File: config.mk
export PLATFORM = sky130hd
export DESIGN_NAME = serial_line_unit
export DESIGN_NICKNAME = d
export VERILOG_FILES = /design/src/rtl/slu_pkg.sv /design/src/rtl/slu_tx.sv /design/src/rtl/slu_rx.sv /design/src/rtl/serial_line_unit.sv
export SDC_FILE = /design/constraint.sdc
export NUM_CORES = 1
export LEC_CHECK = 0
export ABC_AREA = 1
export ABC_CLOCK_PERIOD_IN_PS = 3100
export BUFFER_PORTS_ARGS = -buffer_cell sky130_fd_sc_hd__buf_4
export CORE_MARGIN = 2
export CORE_UTILIZATION = 59
export CTS_CLUSTER_DIAMETER = 150
export DETAILED_ROUTE_END_ITERATION = 8
export PLACE_DENSITY_LB_ADDON = 0.15
export REMOVE_ABC_BUFFERS = 1
export SETUP_SLACK_MARGIN = 0.2
export SLEW_MARGIN = 0
export SYNTH_ARGS = -nofsm -noshare
export SYNTH_HDL_FRONTEND = slang
export SYNTH_SLANG_ARGS = --single-unit
File: constraint.sdc
create_clock -name clk -period 3.1 [get_ports clk]
set_clock_uncertainty 0.2 [all_clocks]
set_input_delay 0.465 -clock clk [delete_from_list [all_inputs] [get_ports clk]]
set_output_delay 0.465 -clock clk [all_outputs]
set_load 0.02 [all_outputs]
File: src/rtl/slu_pkg.sv
package slu_pkg;

    typedef enum logic [1:0] {
        SLU_RX_STAT = 2'd0,
        SLU_RX_DATA = 2'd1,
        SLU_TX_STAT = 2'd2,
        SLU_TX_DATA = 2'd3
    } slu_reg_e;

    typedef enum logic [1:0] {
        RX_IDLE,
        RX_BITS,
        RX_WAIT
    } rx_state_e;

    typedef struct packed {
        logic eight;
        logic par_en;
        logic par_odd;
    } frame_cfg_t;

    typedef struct packed {
        logic overrun;
        logic framing;
        logic parity;
    } rx_err_t;

    // Clock cycles per bit for a 4-bit rate code.
    function automatic int bit_clocks(input logic [3:0] code, input int unit);
        return unit * (16 - int'(code));
    endfunction

    // Parity bit that completes the character (even unless odd is set).
    function automatic logic parity_of(input logic [7:0] d, input logic eight,
                                       input logic odd);
        logic [7:0] m;
        m = eight ? d : {1'b0, d[6:0]};
        return (^m) ^ odd;
    endfunction

endpackage

File: src/rtl/slu_tx.sv
module slu_tx
    import slu_pkg::*;
#(
    parameter int CNT_W = 7
) (
    input  logic             clk,
    input  logic             rst,
    input  logic [CNT_W-1:0] period,
    input  frame_cfg_t       fmt,
    input  logic             load,
    input  logic [7:0]       data,
    input  logic             brk,
    output logic             txd,
    output logic             busy
);

    logic [10:0]      frame_q, frame_d;
    logic [3:0]       left_q, nbits;
    logic [CNT_W-1:0] tmr_q;
    logic             par;

    always_comb begin
        par        = parity_of(data, fmt.eight, fmt.par_odd);
        frame_d    = '1;
        frame_d[0] = 1'b0;
        frame_d[7:1] = data[6:0];
        if (fmt.eight) frame_d[8] = data[7];
        if (fmt.par_en) begin
            if (fmt.eight) frame_d[9] = par;
            else           frame_d[8] = par;
        end
        nbits = 4'd9 + {3'b000, fmt.eight} + {3'b000, fmt.par_en};
    end

    always_ff @(posedge clk) begin
        if (rst) begin
            busy    <= 1'b0;
            frame_q <= '1;
            left_q  <= '0;
            tmr_q   <= '0;
        end else if (!busy) begin
            if (load) begin
                frame_q <= frame_d;
                left_q  <= nbits;
                tmr_q   <= period - 1'b1;
                busy    <= 1'b1;
            end
        end else if (tmr_q == '0) begin
            frame_q <= {1'b1, frame_q[10:1]};
            tmr_q   <= period - 1'b1;
            left_q  <= left_q - 1'b1;
            if (left_q == 4'd1) busy <= 1'b0;
        end else begin
            tmr_q <= tmr_q - 1'b1;
        end
    end

    assign txd = brk ? 1'b0 : (busy ? frame_q[0] : 1'b1);


    tx_start_low_chk: assert property (@(posedge clk) disable iff (rst)
        (load && !busy && !brk) |=> (busy && !txd));

endmodule

File: src/rtl/slu_rx.sv
module slu_rx
    import slu_pkg::*;
#(
    parameter int CNT_W = 7
) (
    input  logic             clk,
    input  logic             rst,
    input  logic [CNT_W-1:0] period,
    input  frame_cfg_t       fmt,
    input  logic             rxd,
    output logic             valid,
    output logic [7:0]       data,
    output logic             err_frame,
    output logic             err_par,
    output logic             brk
);

    logic [1:0]       sync_q;
    logic             line;
    rx_state_e        state_q;
    logic [3:0]       idx_q, par_idx, stop_idx;
    logic [CNT_W-1:0] tmr_q;
    logic [7:0]       sh_q, word;
    logic             par_q, any_one_q;

    assign line     = sync_q[1];
    assign par_idx  = 4'd8 + {3'b000, fmt.eight};
    assign stop_idx = par_idx + {3'b000, fmt.par_en};
    assign word     = fmt.eight ? sh_q : {1'b0, sh_q[7:1]};

    always_ff @(posedge clk) begin
        if (rst) begin
            sync_q    <= 2'b11;
            state_q   <= RX_IDLE;
            idx_q     <= '0;
            tmr_q     <= '0;
            sh_q      <= '0;
            par_q     <= 1'b0;
            any_one_q <= 1'b0;
            valid     <= 1'b0;
            data      <= '0;
            err_frame <= 1'b0;
            err_par   <= 1'b0;
            brk       <= 1'b0;
        end else begin
            sync_q <= {sync_q[0], rxd};
            valid  <= 1'b0;
            case (state_q)
                RX_IDLE: if (!line) begin
                    state_q   <= RX_BITS;
                    idx_q     <= '0;
                    tmr_q     <= period >> 1;
                    any_one_q <= 1'b0;
                end
                RX_BITS: if (tmr_q != '0) begin
                    tmr_q <= tmr_q - 1'b1;
                end else begin
                    tmr_q <= period - 1'b1;
                    idx_q <= idx_q + 1'b1;
                    if (idx_q == '0) begin
                        if (line) state_q <= RX_IDLE;
                    end else if (idx_q == stop_idx) begin
                        valid     <= 1'b1;
                        data      <= word;
                        err_frame <= !line;
                        err_par   <= fmt.par_en &&
                                     (par_q != parity_of(word, 1'b1, fmt.par_odd));
                        if (!line) begin
                            state_q <= RX_WAIT;
                            brk     <= !any_one_q;
                        end else begin
                            state_q <= RX_IDLE;
                        end
                    end else if (fmt.par_en && idx_q == par_idx) begin
                        par_q     <= line;
                        any_one_q <= any_one_q | line;
                    end else begin
                        sh_q      <= {line, sh_q[7:1]};
                        any_one_q <= any_one_q | line;
                    end
                end
                RX_WAIT: if (line) begin
                    state_q <= RX_IDLE;
                    brk     <= 1'b0;
                end
                default: state_q <= RX_IDLE;
            endcase
        end
    end


    brk_release_chk: assert property (@(posedge clk) disable iff (rst)
        (brk && line) |=> !brk);


    valid_pulse_chk: assert property (@(posedge clk) disable iff (rst)
        valid |=> !valid);

endmodule

File: src/rtl/serial_line_unit.sv
module serial_line_unit
    import slu_pkg::*;
#(
    parameter int UNIT = 4
) (
    input  logic        clk,
    input  logic        rst,
    input  logic [15:0] bus_addr,
    input  logic        bus_rd,
    input  logic        bus_wr,
    input  logic [15:0] bus_wdata,
    output logic [15:0] bus_rdata,
    output logic        bus_sel,
    input  logic [9:0]  cfg_base,
    input  logic [5:0]  cfg_vec,
    input  logic [3:0]  cfg_rx_code,
    input  logic [3:0]  cfg_tx_code,
    input  logic        cfg_split,
    input  logic        cfg_eight,
    input  logic        cfg_par_en,
    input  logic        cfg_par_odd,
    input  logic        cfg_brk_en,
    input  logic        cfg_halt_en,
    input  logic        cfg_err_en,
    input  logic        rxd,
    output logic        txd,
    output logic        rx_irq,
    output logic        tx_irq,
    output logic [8:0]  rx_vector,
    output logic [8:0]  tx_vector,
    output logic        halt_req
);

    localparam int CNT_W = $clog2(UNIT * 16 + 1);

    slu_reg_e         reg_sel;
    frame_cfg_t       fmt;
    logic [CNT_W-1:0] rx_period, tx_period;
    logic             rx_done, rx_ie, tx_ie, tx_brk, tx_busy, tx_ready;
    logic [7:0]       rx_buf, rx_data;
    rx_err_t          err;
    logic             rx_valid, rx_fe, rx_pe, rx_brk;
    logic             rd_rxdata, wr_txdata, wr_rxstat, wr_txstat;
    logic [7:0]       hi_byte;
    logic             unused_bits;

    assign unused_bits = ^{bus_addr[0], bus_wdata[15:8]};

    assign bus_sel   = (&bus_addr[15:13]) && (bus_addr[12:3] == cfg_base);
    assign reg_sel   = slu_reg_e'(bus_addr[2:1]);
    assign rd_rxdata = bus_rd && bus_sel && reg_sel == SLU_RX_DATA;
    assign wr_txdata = bus_wr && bus_sel && reg_sel == SLU_TX_DATA;
    assign wr_rxstat = bus_wr && bus_sel && reg_sel == SLU_RX_STAT;
    assign wr_txstat = bus_wr && bus_sel && reg_sel == SLU_TX_STAT;

    assign fmt       = '{eight: cfg_eight, par_en: cfg_par_en, par_odd: cfg_par_odd};
    assign rx_period = CNT_W'(bit_clocks(cfg_rx_code, UNIT));
    assign tx_period = CNT_W'(bit_clocks(cfg_split ? cfg_tx_code : cfg_rx_code, UNIT));

    assign tx_ready  = !tx_busy;
    assign rx_irq    = rx_done && rx_ie;
    assign tx_irq    = tx_ready && tx_ie;
    assign rx_vector = {cfg_vec, 3'b000};
    assign tx_vector = {cfg_vec, 3'b100};
    assign halt_req  = cfg_halt_en && rx_brk;

    assign hi_byte = cfg_err_en ? {(|err), err.overrun, err.framing, err.parity, 4'b0000}
                                : 8'h00;

    always_comb begin
        bus_rdata = '0;
        if (bus_rd && bus_sel) begin
            case (reg_sel)
                SLU_RX_STAT: bus_rdata = {8'h00, rx_done, rx_ie, 6'b000000};
                SLU_RX_DATA: bus_rdata = {hi_byte, rx_buf};
                SLU_TX_STAT: bus_rdata = {8'h00, tx_ready, tx_ie, 5'b00000, tx_brk};
                default:     bus_rdata = '0;
            endcase
        end
    end

    always_ff @(posedge clk) begin
        if (rst) begin
            rx_done <= 1'b0;
            rx_ie   <= 1'b0;
            tx_ie   <= 1'b0;
            tx_brk  <= 1'b0;
            rx_buf  <= '0;
            err     <= '0;
        end else begin
            if (rx_valid) begin
                rx_done     <= 1'b1;
                rx_buf      <= rx_data;
                err.overrun <= rx_done && !rd_rxdata;
                err.framing <= rx_fe;
                err.parity  <= rx_pe;
            end else if (rd_rxdata) begin
                rx_done <= 1'b0;
            end
            if (wr_rxstat) rx_ie <= bus_wdata[6];
            if (wr_txstat) begin
                tx_ie  <= bus_wdata[6];
                tx_brk <= bus_wdata[0];
            end
        end
    end

    slu_tx #(.CNT_W(CNT_W)) i_tx (
        .clk    (clk),
        .rst    (rst),
        .period (tx_period),
        .fmt    (fmt),
        .load   (wr_txdata && tx_ready),
        .data   (bus_wdata[7:0]),
        .brk    (tx_brk && cfg_brk_en),
        .txd    (txd),
        .busy   (tx_busy)
    );

    slu_rx #(.CNT_W(CNT_W)) i_rx (
        .clk       (clk),
        .rst       (rst),
        .period    (rx_period),
        .fmt       (fmt),
        .rxd       (rxd),
        .valid     (rx_valid),
        .data      (rx_data),
        .err_frame (rx_fe),
        .err_par   (rx_pe),
        .brk       (rx_brk)
    );


    reset_state_chk: assert property (@(posedge clk) disable iff (rst)
        $past(rst) |-> (tx_ready && !rx_done && !rx_irq && !tx_irq && !halt_req));


    tx_accept_chk: assert property (@(posedge clk) disable iff (rst)
        (wr_txdata && tx_ready) |=> !tx_ready);


    rx_set_chk: assert property (@(posedge clk) disable iff (rst)
        rx_valid |=> rx_done);


    rx_clear_chk: assert property (@(posedge clk) disable iff (rst)
        (rd_rxdata && !rx_valid) |=> !rx_done);


    overrun_chk: assert property (@(posedge clk) disable iff (rst)
        (rx_valid && rx_done && !rd_rxdata) |=> err.overrun);

endmodule

-- Word level (Yosys, flattened, before mapping)
Cells that the tools add are included.
- bits in registers: 75
- bits of input ports: 68
- $add $sub $neg: 12
- equality and inequality tests: 19
- muxes and demuxes: 52
- bitwise operators: 8
- reductions and logical operators: 42
- operators with widths (cell ; number):
    16-bit one-hot mux with 3 select lines ; 1
    7-bit 2-to-1 mux ; 5
    11-bit 2-to-1 mux ; 3
    7-bit by 1-bit subtractor with 7-bit output, second input constant ; 4
    4-bit 2-to-1 mux ; 6
    8-bit 2-to-1 mux ; 3
    1-bit 2-to-1 mux ; 21
    16-bit 2-to-1 mux ; 1
    8-bit XOR reduction ; 2
    1-bit logical AND ; 15
    5-bit AND reduction ; 3
    2-bit 2-to-1 mux ; 7
    7-bit one-hot mux with 2 select lines ; 1
    2-bit inequality test, second input constant ; 6
    10-bit == test ; 1
    5-bit by 4-bit subtractor with 5-bit output, first input constant ; 2
    3-bit AND reduction ; 3
    4-bit by 1-bit adder with 4-bit output ; 2
    4-bit by 1-bit adder with 4-bit output, first input constant ; 2
    4-bit == test ; 2
    4-bit one-hot mux with 2 select lines ; 1
    2-bit nonzero test ; 4
    7-bit logical NOT ; 1
    7-bit nonzero test ; 1
    other kinds (21) ; 36

-- Logic depth before layout (Yosys ltp)
Gate-level depths: netlist of run 1.
- depth after elaboration: 7
- gate-level depth with buffers: 14
- mapped depth without buffers: 13

-- Cells and area by module
Synthesis of run 1 repeated with hierarchy kept, for this count alone.
- cells, all modules: 736
- area total of the unflattened synthesis: 4918.5 sq um
- by module, submodules not included (module ; times used ; cells an instance ; area each (sq um) ; seq. area each (sq um)):
    slu_rx ; 1 ; 303 ; 2073.2 ; 740.7
    slu_tx ; 1 ; 214 ; 1471.4 ; 440.4
    serial_line_unit ; 1 ; 219 ; 1373.8 ; 300.3

-- Least setup slack after synthesis of run 1
No wires, ideal clock.
- path type: input to output
- from: in cfg_base[9]
- to: out bus_rdata[15]
- arrival time: 1806 ps
- required time: 2435 ps
- slack: 629 ps
- stages on the path: 9
- path buffers: 0
- cells stage by stage: xnor2_1 > nand2_1 > nor2_1 > nand3_1 > inv_1 > nand2_1 > inv_1 > nand3_1 > a31oi_1
- word-level cells in the longest chain between the ends: 4
- ends and longest elaborated chain (element ; line ; RTL):
    start: declaration ; serial_line_unit.sv:14 ; input logic [9:0] cfg_base,
    10-bit == test ; serial_line_unit.sv:49 ; assign bus_sel = (&bus_addr[15:13]) && (bus_addr[12:3] == cfg_base);
    1-bit logical AND ; serial_line_unit.sv:49 ;
    via bus_sel ; serial_line_unit.sv:13 ; output logic bus_sel,
    1-bit logical AND ; serial_line_unit.sv:72 ; if (bus_rd && bus_sel) begin
    16-bit 2-to-1 mux ; serial_line_unit.sv:72 ;
    end: declaration ; serial_line_unit.sv:12 ; output logic [15:0] bus_rdata,
The timed path passes the listed nets, and every way through them passes these cells.

-- Worst setup path in the final report of run 1
- from: in cfg_base[9]
- to: out bus_rdata[15]
- word-level cells in the longest chain between the ends: 4
- ends and longest elaborated chain (element ; line):
    10-bit == test ; serial_line_unit.sv:49
    1-bit logical AND ; serial_line_unit.sv:49
    1-bit logical AND ; serial_line_unit.sv:72
    16-bit 2-to-1 mux ; serial_line_unit.sv:72
Every way passes these cells.

==> results of run 1 <==
[report_power, final]
| group | leakage, nW | internal, mW | switching, mW |
|---|---|---|---|
| clock | 0.0921 | 0.366 | 0.356 |
| combinational | 1.75 | 0.134 | 0.204 |
| sequential | 0.598 | 0.962 | 0.0121 |
[state kept, by name, indices dropped and copies added, names as in the netlist]
register / count
rx_ie: 1
i_rx.state_q: 2
i_tx.tmr_q: 7
rx_buf: 8
err: 3
i_tx.left_q: 4
i_rx.err_par: 1
i_rx.tmr_q: 7
i_rx.valid: 1
i_rx.idx_q: 4
i_rx.sh_q: 8
rx_done: 1
i_rx.data: 8
i_rx.par_q: 1
i_tx.busy: 1
i_rx.err_frame: 1
tx_ie: 1
i_rx.sync_q: 2
tx_brk: 1
i_rx.any_one_q: 1
i_tx.frame_q: 10
i_rx.brk: 1
[Yosys cell counts, drive strengths merged, types with 2 or more instances]
library cell,n,area share
nand2,170,0.14
inv,100,0.083
dfxtp,74,0.33
nor2,69,0.060
o21ai,57,0.064
nand3,42,0.046
a21oi,39,0.043
buf,30,0.050
xor2,13,0.025
nor3,12,0.016
ha,11,0.030
a211oi,10,0.019
clkbuf,10,0.0083
xnor2,9,0.017
nand4,7,0.013
or2,5,0.0069
a31oi,4,0.0055
o211ai,4,0.0066
nand3b,3,0.0050
a221oi,2,0.0039
a22oi,2,0.0033
conb,2,0.0017
mux2i,2,0.0044
nor3b,2,0.0033
[path summary, 6_finish.rpt]
kind	end	slack, ns	cells after the start	startpoint
max	bus_rdata[15]	0.50	11	cfg_base[9]
min	i_rx.sync_q[0]	0.09	2	rxd
max reg2reg	i_tx.left_q[2]	0.94	9	i_tx.tmr_q[0]
min reg2reg	i_rx.sync_q[1]	0.22	1	i_rx.sync_q[0]
[final cells by class]
type	instances	area, sq um
clock inverter	5	56.30
sequential	74	1481
inverter	101	380.4
clock buffer	10	127.6
fill	619	2201
timing repair buffer	71	533.0
tap	99	123.9
multi-input combinational	480	2427
[worst reg2reg max path: cells and delay by family (launching register included)]
family | cells | cell delay, ns
AO/OA/AOI/OAI | 1 | 0.07
adder cells (fa/ha/maj) | 1 | 0.23
buffers and inverters | 2 | 0.26
flip-flops | 1 | 0.32
AND/OR/NAND/NOR | 5 | 0.94
[cell families (layout without fill, tap and decap cells)]
kind of cell | Yosys count | count (layout) | share of synthesized area
fa+ha+maj | 11 | 11 | 0.03045
other cells | 2 | 10 | 0.001661
xor+xnor | 22 | 22 | 0.04263
mux | 2 | 2 | 0.004429
flops | 74 | 74 | 0.3277
buf+inv | 141 | 187 | 0.1420
simple gates | 313 | 313 | 0.2986
compound gates | 122 | 122 | 0.1525
[routing by layer]
| metal | vias to the layer above | GRT usage |
|---|---|---|
| li1 | 2265 | - |
| met1 | 1956 | 0.2974 |
| met2 | 117 | 0.4283 |
| met3 | 18 | 0.05809 |
| met4 | 0 | 0.1174 |
| met5 | - | 0 |
[stage by stage]
| step | power [mW] | area (sq um) |
|---|---|---|
| 2_1_floorplan | 1.210 | 4289 |
| 6_report | 2.034 | 5130 |
| 4_1_cts | 2.047 | 5130 |
| 5_1_grt | 2.135 | 5130 |
| 3_3_place_gp | 1.318 | 4946 |
| 3_5_place_dp | 1.329 | 4946 |
[cells in the final DEF, fill, tap and decap left out, types with 13 or more instances in the layout]
cell and instances:
nor2_1 66, nand2_1 167, buf_4 71, nand3_1 42, xor2_1 13, inv_1 99, o21ai_0 53, dfxtp_1 74
a21oi_1 39
==> summary.md, run 1 <==
| Metric | Value |
|---|---|
| Syn-to-layout area delta | 13.48% |
| Input/output buffers | 69 |
| Critical-path cell list | buf_4 -> xnor2_1 -> nand2_1 -> nor2_1 -> nand3_1 -> inv_1 -> nand2_1 -> inv_1 -> nand3_1 -> a31oi_1 -> buf_4 |
| Pre-antenna DRT Iters | 4 |
| Max-cap viol count | 0 |
| CTS Sinks | 74 |
| Cell count after synthesis | 687 |
| WL met2 | 4670 um |
| CP Capture Type | output pin |
| Leakage power | 2.443 nW |
| Detailed-route DRC error count | 0 |
| Final WL | 10,020 um |
| CTS resizes | 0 |
| Met3 wire len | 597 um |
| Die area | 8378 sq um |
| Finish-stage setup viols | 0 |
| Hold WC Path Type | input port to flop |
| Largest stage delay, worst path | 0.23 ns |
| Setup Crit Path Kind | input port to output pin |
| Clock transition at path regs | 0.08 ns |
| Post-synth ARST share | 0 |
| Number of global-route vias before repair | 4,155 |
| Core ar. | 7331 sq um |
| Routed vias/inst | 5.186 |
| Post-route ant nets | 0 |
| GRT Total Usage | 0.2513 |
| Row Count | 31 |
| Dpl cells | 825 |
| Routability cong. | 0.8741 |
| Post-CTS Setup Bufs | 0 |
| DIE WIDTH | 91.53 um |
| Clk Latency, worst-skew pair | 0.36 ns |
| Hold WS | 0.08531 ns |
| Clk buf depth | 2 |
| Largest net degree at the start of global routing | 34 |
| Post-synthesis instance area | 4521 sq um |
| Io pins | 107 |
| Actual slew at the worst max-slew pin | 0.6073 ns |
| Hpwl dp | 7505 um |
| Crit path arrival time | 1.94 ns |
| Highest metal used | met4 |
| DR vias | 4,356 |
| RSZ-0062 raised after global routing | false |
| Top delay family on crit path | simple AND/OR/NAND/NOR gates |
| Final non-filler cell total | 840 |
| Final Hold Violating Endpoints | 0 |
| Post-synthesis sequential area ratio | 0.3277 |
| CTS buffer count | 9 |
| Max IR drop VDD | 347.4 uV |
| Initial DRC Count | 169 |
| Clock Tree Root | clkbuf_8 |
| Final nets | 816 |
| Min Tclk post-route | 2.601 ns |
| Maximum clock frequency | 384.5 MHz |
| Post-synthesis cell type count | 44 |
| Chip Height | 91.53 um |
| Total gr overflow | 0 |
| Rel. slew slack | 0.5947 |
| Initial antenna violation count | 0 |
| Hold Buf Count CTS | 0 |
| Ys flop type | dfxtp_1 |
| Final worst slack | 0.4995 ns |
| Crit Path Max Fanout | 4 |
| Post-placement setup slack | 0.4091 ns |
| Antenna diode count | 0 |
| Startpoint types | input port |
| CTS tree | yes |
| Slowest CP cell | xnor2_1 |
| CP bufs+invs | 4 |
| Initial core utilization | 0.6167 |
| H-tree Lvls | 3 |
| Synthesized flop and latch total | 74 |
| Worst EP required | 2.43 ns |
| Post-synth EDFFs | 0 |
| Final setup TNS | 0 ns |
| Synth warnings | 0 |
| PwrDens | 396.5 nW/um^2 |
| Status | complete, no violations |
| Final Slew Violations | 0 |
| Layout Utilization | 0.6998 |
| Layout cell share with drive strength beyond 1 | 0.1390 |
| Met1 wire length | 4521 um |
| First-pass GRT wire length | 17,440 um |
| Wire per inst | 11.93 um |
| Mean post-synth cell area | 6.580 sq um |
| Final Cycle Share | 0.8389 |
(Power assumes the default switching activity.)
==> run 2, diff against run 1 <==
--- a/config.mk
+++ b/config.mk
@@ -5,11 +5,11 @@
 export SDC_FILE = /design/constraint.sdc
 export NUM_CORES = 1
 export LEC_CHECK = 0
-export ABC_AREA = 1
-export ABC_CLOCK_PERIOD_IN_PS = 3100
+export ABC_AREA = 0
+export ABC_CLOCK_PERIOD_IN_PS = 2690
 export BUFFER_PORTS_ARGS = -buffer_cell sky130_fd_sc_hd__buf_4
 export CORE_MARGIN = 2
-export CORE_UTILIZATION = 59
+export CORE_UTILIZATION = 54
 export CTS_CLUSTER_DIAMETER = 150
 export DETAILED_ROUTE_END_ITERATION = 8
 export PLACE_DENSITY_LB_ADDON = 0.15
==> constraint.sdc (replaced) <==
create_clock -name clk -period 2.69 [get_ports clk]
set_clock_uncertainty 0.2 [all_clocks]
set_input_delay 0.4035 -clock clk [delete_from_list [all_inputs] [get_ports clk]]
set_output_delay 0.4035 -clock clk [all_outputs]
set_load 0.02 [all_outputs]
==> summary.md, run 2 <==
| Metric | Value |
|---|---|
| Status | complete, no violations |
| CTS Sinks | 74 (unchanged) |
| Chip Height | 94.53 um (+3.3%) |
| CP Capture Type | output pin |
| Antenna diode count | 0 (unchanged) |
| Layout cell share with drive strength beyond 1 | 0.2366 (+0.09761) |
| CTS buffer count | 9 (unchanged) |
| Final Slew Violations | 0 (unchanged) |
| Die area | 8936 sq um (+6.7%) |
| Routability cong. | 0.8423 (-3.6%) |
| Input/output buffers | 69 (unchanged) |
| Post-synthesis cell type count | 62 (+41%) |
| Post-synth ARST share | 0 (unchanged) |
| Row Count | 33 (+6.5%) |
| Post-synthesis instance area | 4425 sq um (-2.1%) |
| Final WL | 10,440 um (+4.2%) |
| DIE WIDTH | 94.53 um (+3.3%) |
| Ys flop type | dfxtp_1 |
| Hpwl dp | 7424 um (-1.1%) |
| Final non-filler cell total | 684 (-19%) |
| Clock transition at path regs | 0.07 ns (about the same) |
| Pre-antenna DRT Iters | 4 (unchanged) |
| DR vias | 3,795 (-13%) |
| Max-cap viol count | 0 (unchanged) |
| Most frequent cells in the layout | buf_4 (89), dfxtp_1 (73), nor2_1 (49) |
| Setup Crit Path Kind | input port to output pin |
| Largest stage delay, worst path | 0.38 ns (+0.15 ns) |
| Leakage power | 2.099 nW (-14%) |
| Core ar. | 8093 sq um (+10%) |
| Clock Tree Root | clkbuf_8 |
| Crit Path Max Fanout | 5 (+1) |
| Synth top area share | 0.3347 (+0.007041) |
| Total gr overflow | 0 (unchanged) |
| Layout Utilization | 0.6498 (-0.04996) |
| Post-synth EDFFs | 0 (unchanged) |
| Routed vias/inst | 5.548 (+7.0%) |
| Rel. slew slack | 0.5690 (-0.02571) |
| Hold WS | 0.02889 ns (-0.05642 ns) |
| Hold WC Path Type | input port to flop |
| Yosys top cell by area | dfxtp_1 |
| Max IR drop VDD | 281.9 uV (-19%) |
| Startpoint types | input port |
| Initial antenna violation count | 0 (unchanged) |
| Design Area, Final | 5259 sq um (+2.5%) |
| Dpl cells | 666 (-19%) |
| First-pass GRT wire length | 16,480 um (-5.5%) |
| Worst EP required | 2.09 ns (-0.34 ns) |
| Mean post-synth cell area | 8.644 sq um (+31%) |
| Hold Buf Count CTS | 0 (unchanged) |
| Most flops, register | i_tx.frame_q |
| Finish-stage setup viols | 0 (unchanged) |
| Io pins | 107 (unchanged) |
| Synthesized flop and latch total | 74 (unchanged) |
| Commonest non-fill, non-tap cell in the layout | buf_4 |
| Initial DRC Count | 148 (-12%) |
| Cell count after synthesis | 512 (-25%) |
| Cell with the most instances after synthesis | dfxtp_1 |
| Commonest cells in the netlist | dfxtp_1 (74), nor2_1 (49), mux2i_1 (40) |
| GRT Total Usage | 0.2331 (-0.01812) |
| RSZ-0062 raised after global routing | true |
| Final Hold Violating Endpoints | 0 (unchanged) |
| Post-synthesis sequential area ratio | 0.3347 (+0.007041) |
| Largest register FFs | 10 (unchanged) |
| Wire per inst | 15.26 um (+28%) |
| Clk buf depth | 2 (unchanged) |
| Final nets | 653 (-20%) |
| Synth warnings | 0 (unchanged) |
| Syn-to-layout area delta | 18.83% |
| Total power | 2.390 mW (+18%) |
| PwrDens | 454.4 nW/um^2 (+15%) |
| CTS tree | yes |
| Most frequent CP cell | buf_4 |
| Detailed-route DRC error count | 0 (unchanged) |
| Synth area leaders | dfxtp_1 (33%), mux2i_1 (9.0%), xnor2_1 (7.1%) |
| Largest net degree at the start of global routing | 34 (unchanged) |
| Final Cycle Share | 0.8977 |
| Maximum clock frequency | 414.1 MHz |
| Post-route ant nets | 0 (unchanged) |
| Crit path arrival time | 1.81 ns (-0.13 ns) |
| Critical-path cell list | buf_4 -> xnor2_4 -> nand2_1 -> nor4_4 -> and3_4 -> and3_1 -> buf_4 |
| Placement Cell Area | 4961 sq um (+0.30%) |
| H-tree Lvls | 3 (unchanged) |
| Clk Latency, worst-skew pair | 0.36 ns (about the same) |
| Min Tclk post-route | 2.415 ns |
| Initial core utilization | 0.5468 (-0.06981) |
| Slowest CP cell | nor4_4 |
| Actual slew at the worst max-slew pin | 0.6456 ns (+0.03835 ns) |
| Number of global-route vias before repair | 3,613 (-13%) |
## run 2: logic make-up after synthesis
kind of cell,Yosys count,share of synthesized area
AO/OA/AOI/OAI,89,0.1374
XOR/XNOR,43,0.08510
adder cells (fa/ha/maj),11,0.03110
buffers and inverters,69,0.08341
flip-flops,74,0.3347
multiplexers,48,0.1108
other,2,0.001697
AND/OR/NAND/NOR,176,0.2157
## run 2: what timing repair did
| action | CTS | global route |
|---|---|---|
| buffers inserted | 0 | 1 |
| setup endpoints to repair | 9 | 12 |
| endpoints found under the hold margin | 0 | 0 |
| cloned | 0 | 1 |
| pin swaps | 0 | 3 |
| resized for setup | 3 | 10 |
## run 2: critical path, delay by kind of cell
| family | cells | cell delay, ns |
|---|---|---|
| xor gates and xnor gates | 1 | 0.19 |
| buffers and inverters | 2 | 0.27 |
| and+or+nand+nor | 4 | 0.95 |
## run 2: layout make-up
type | instances | area (sq um)
clock buffer | 10 | 127.6
clock inverter | 6 | 65.06
tap | 105 | 131.4
sequential | 74 | 1483
timing repair buffer | 89 | 668.1
inverter | 22 | 82.58
fill | 700 | 2834
multi-input combinational | 378 | 2701
## run 2: final timing paths
check,slack [ns],endpoint,from,cells past startpoint
max,0.28,bus_rdata[13],cfg_base[7],7
min,0.03,i_rx.sync_q[0],rxd,2
max reg2reg,0.42,i_rx.sh_q[6],i_rx.tmr_q[0],8
min reg2reg,0.21,i_rx.sync_q[1],i_rx.sync_q[0],1
## run 2: stage by stage
stage	setup TNS, ns	setup slack [ns]
finish	0	0.2753
global route	0	0.1899
CTS	0	0.2109
detailed placement	0	0.1158
floorplan	-0.01081	-0.01081
global placement	0	0.1237
## run 2: layer usage
layer / global-route usage / part of all wire / vias up
li1: - / - / 1906
met4: 0.08937 / 0.019 / 0
met5: 0 / 0 / -
met2: 0.4000 / 0.49 / 112
met1: 0.2886 / 0.44 / 1763
met3: 0.04629 / 0.053 / 14
## run 2: where the power goes
group | internal [mW] | leakage, nW | switching, mW
registers | 1.11 | 0.598 | 0.0194
clock network | 0.430 | 0.0966 | 0.428
logic | 0.189 | 1.40 | 0.217
total | 1.72 | 2.10 | 0.665
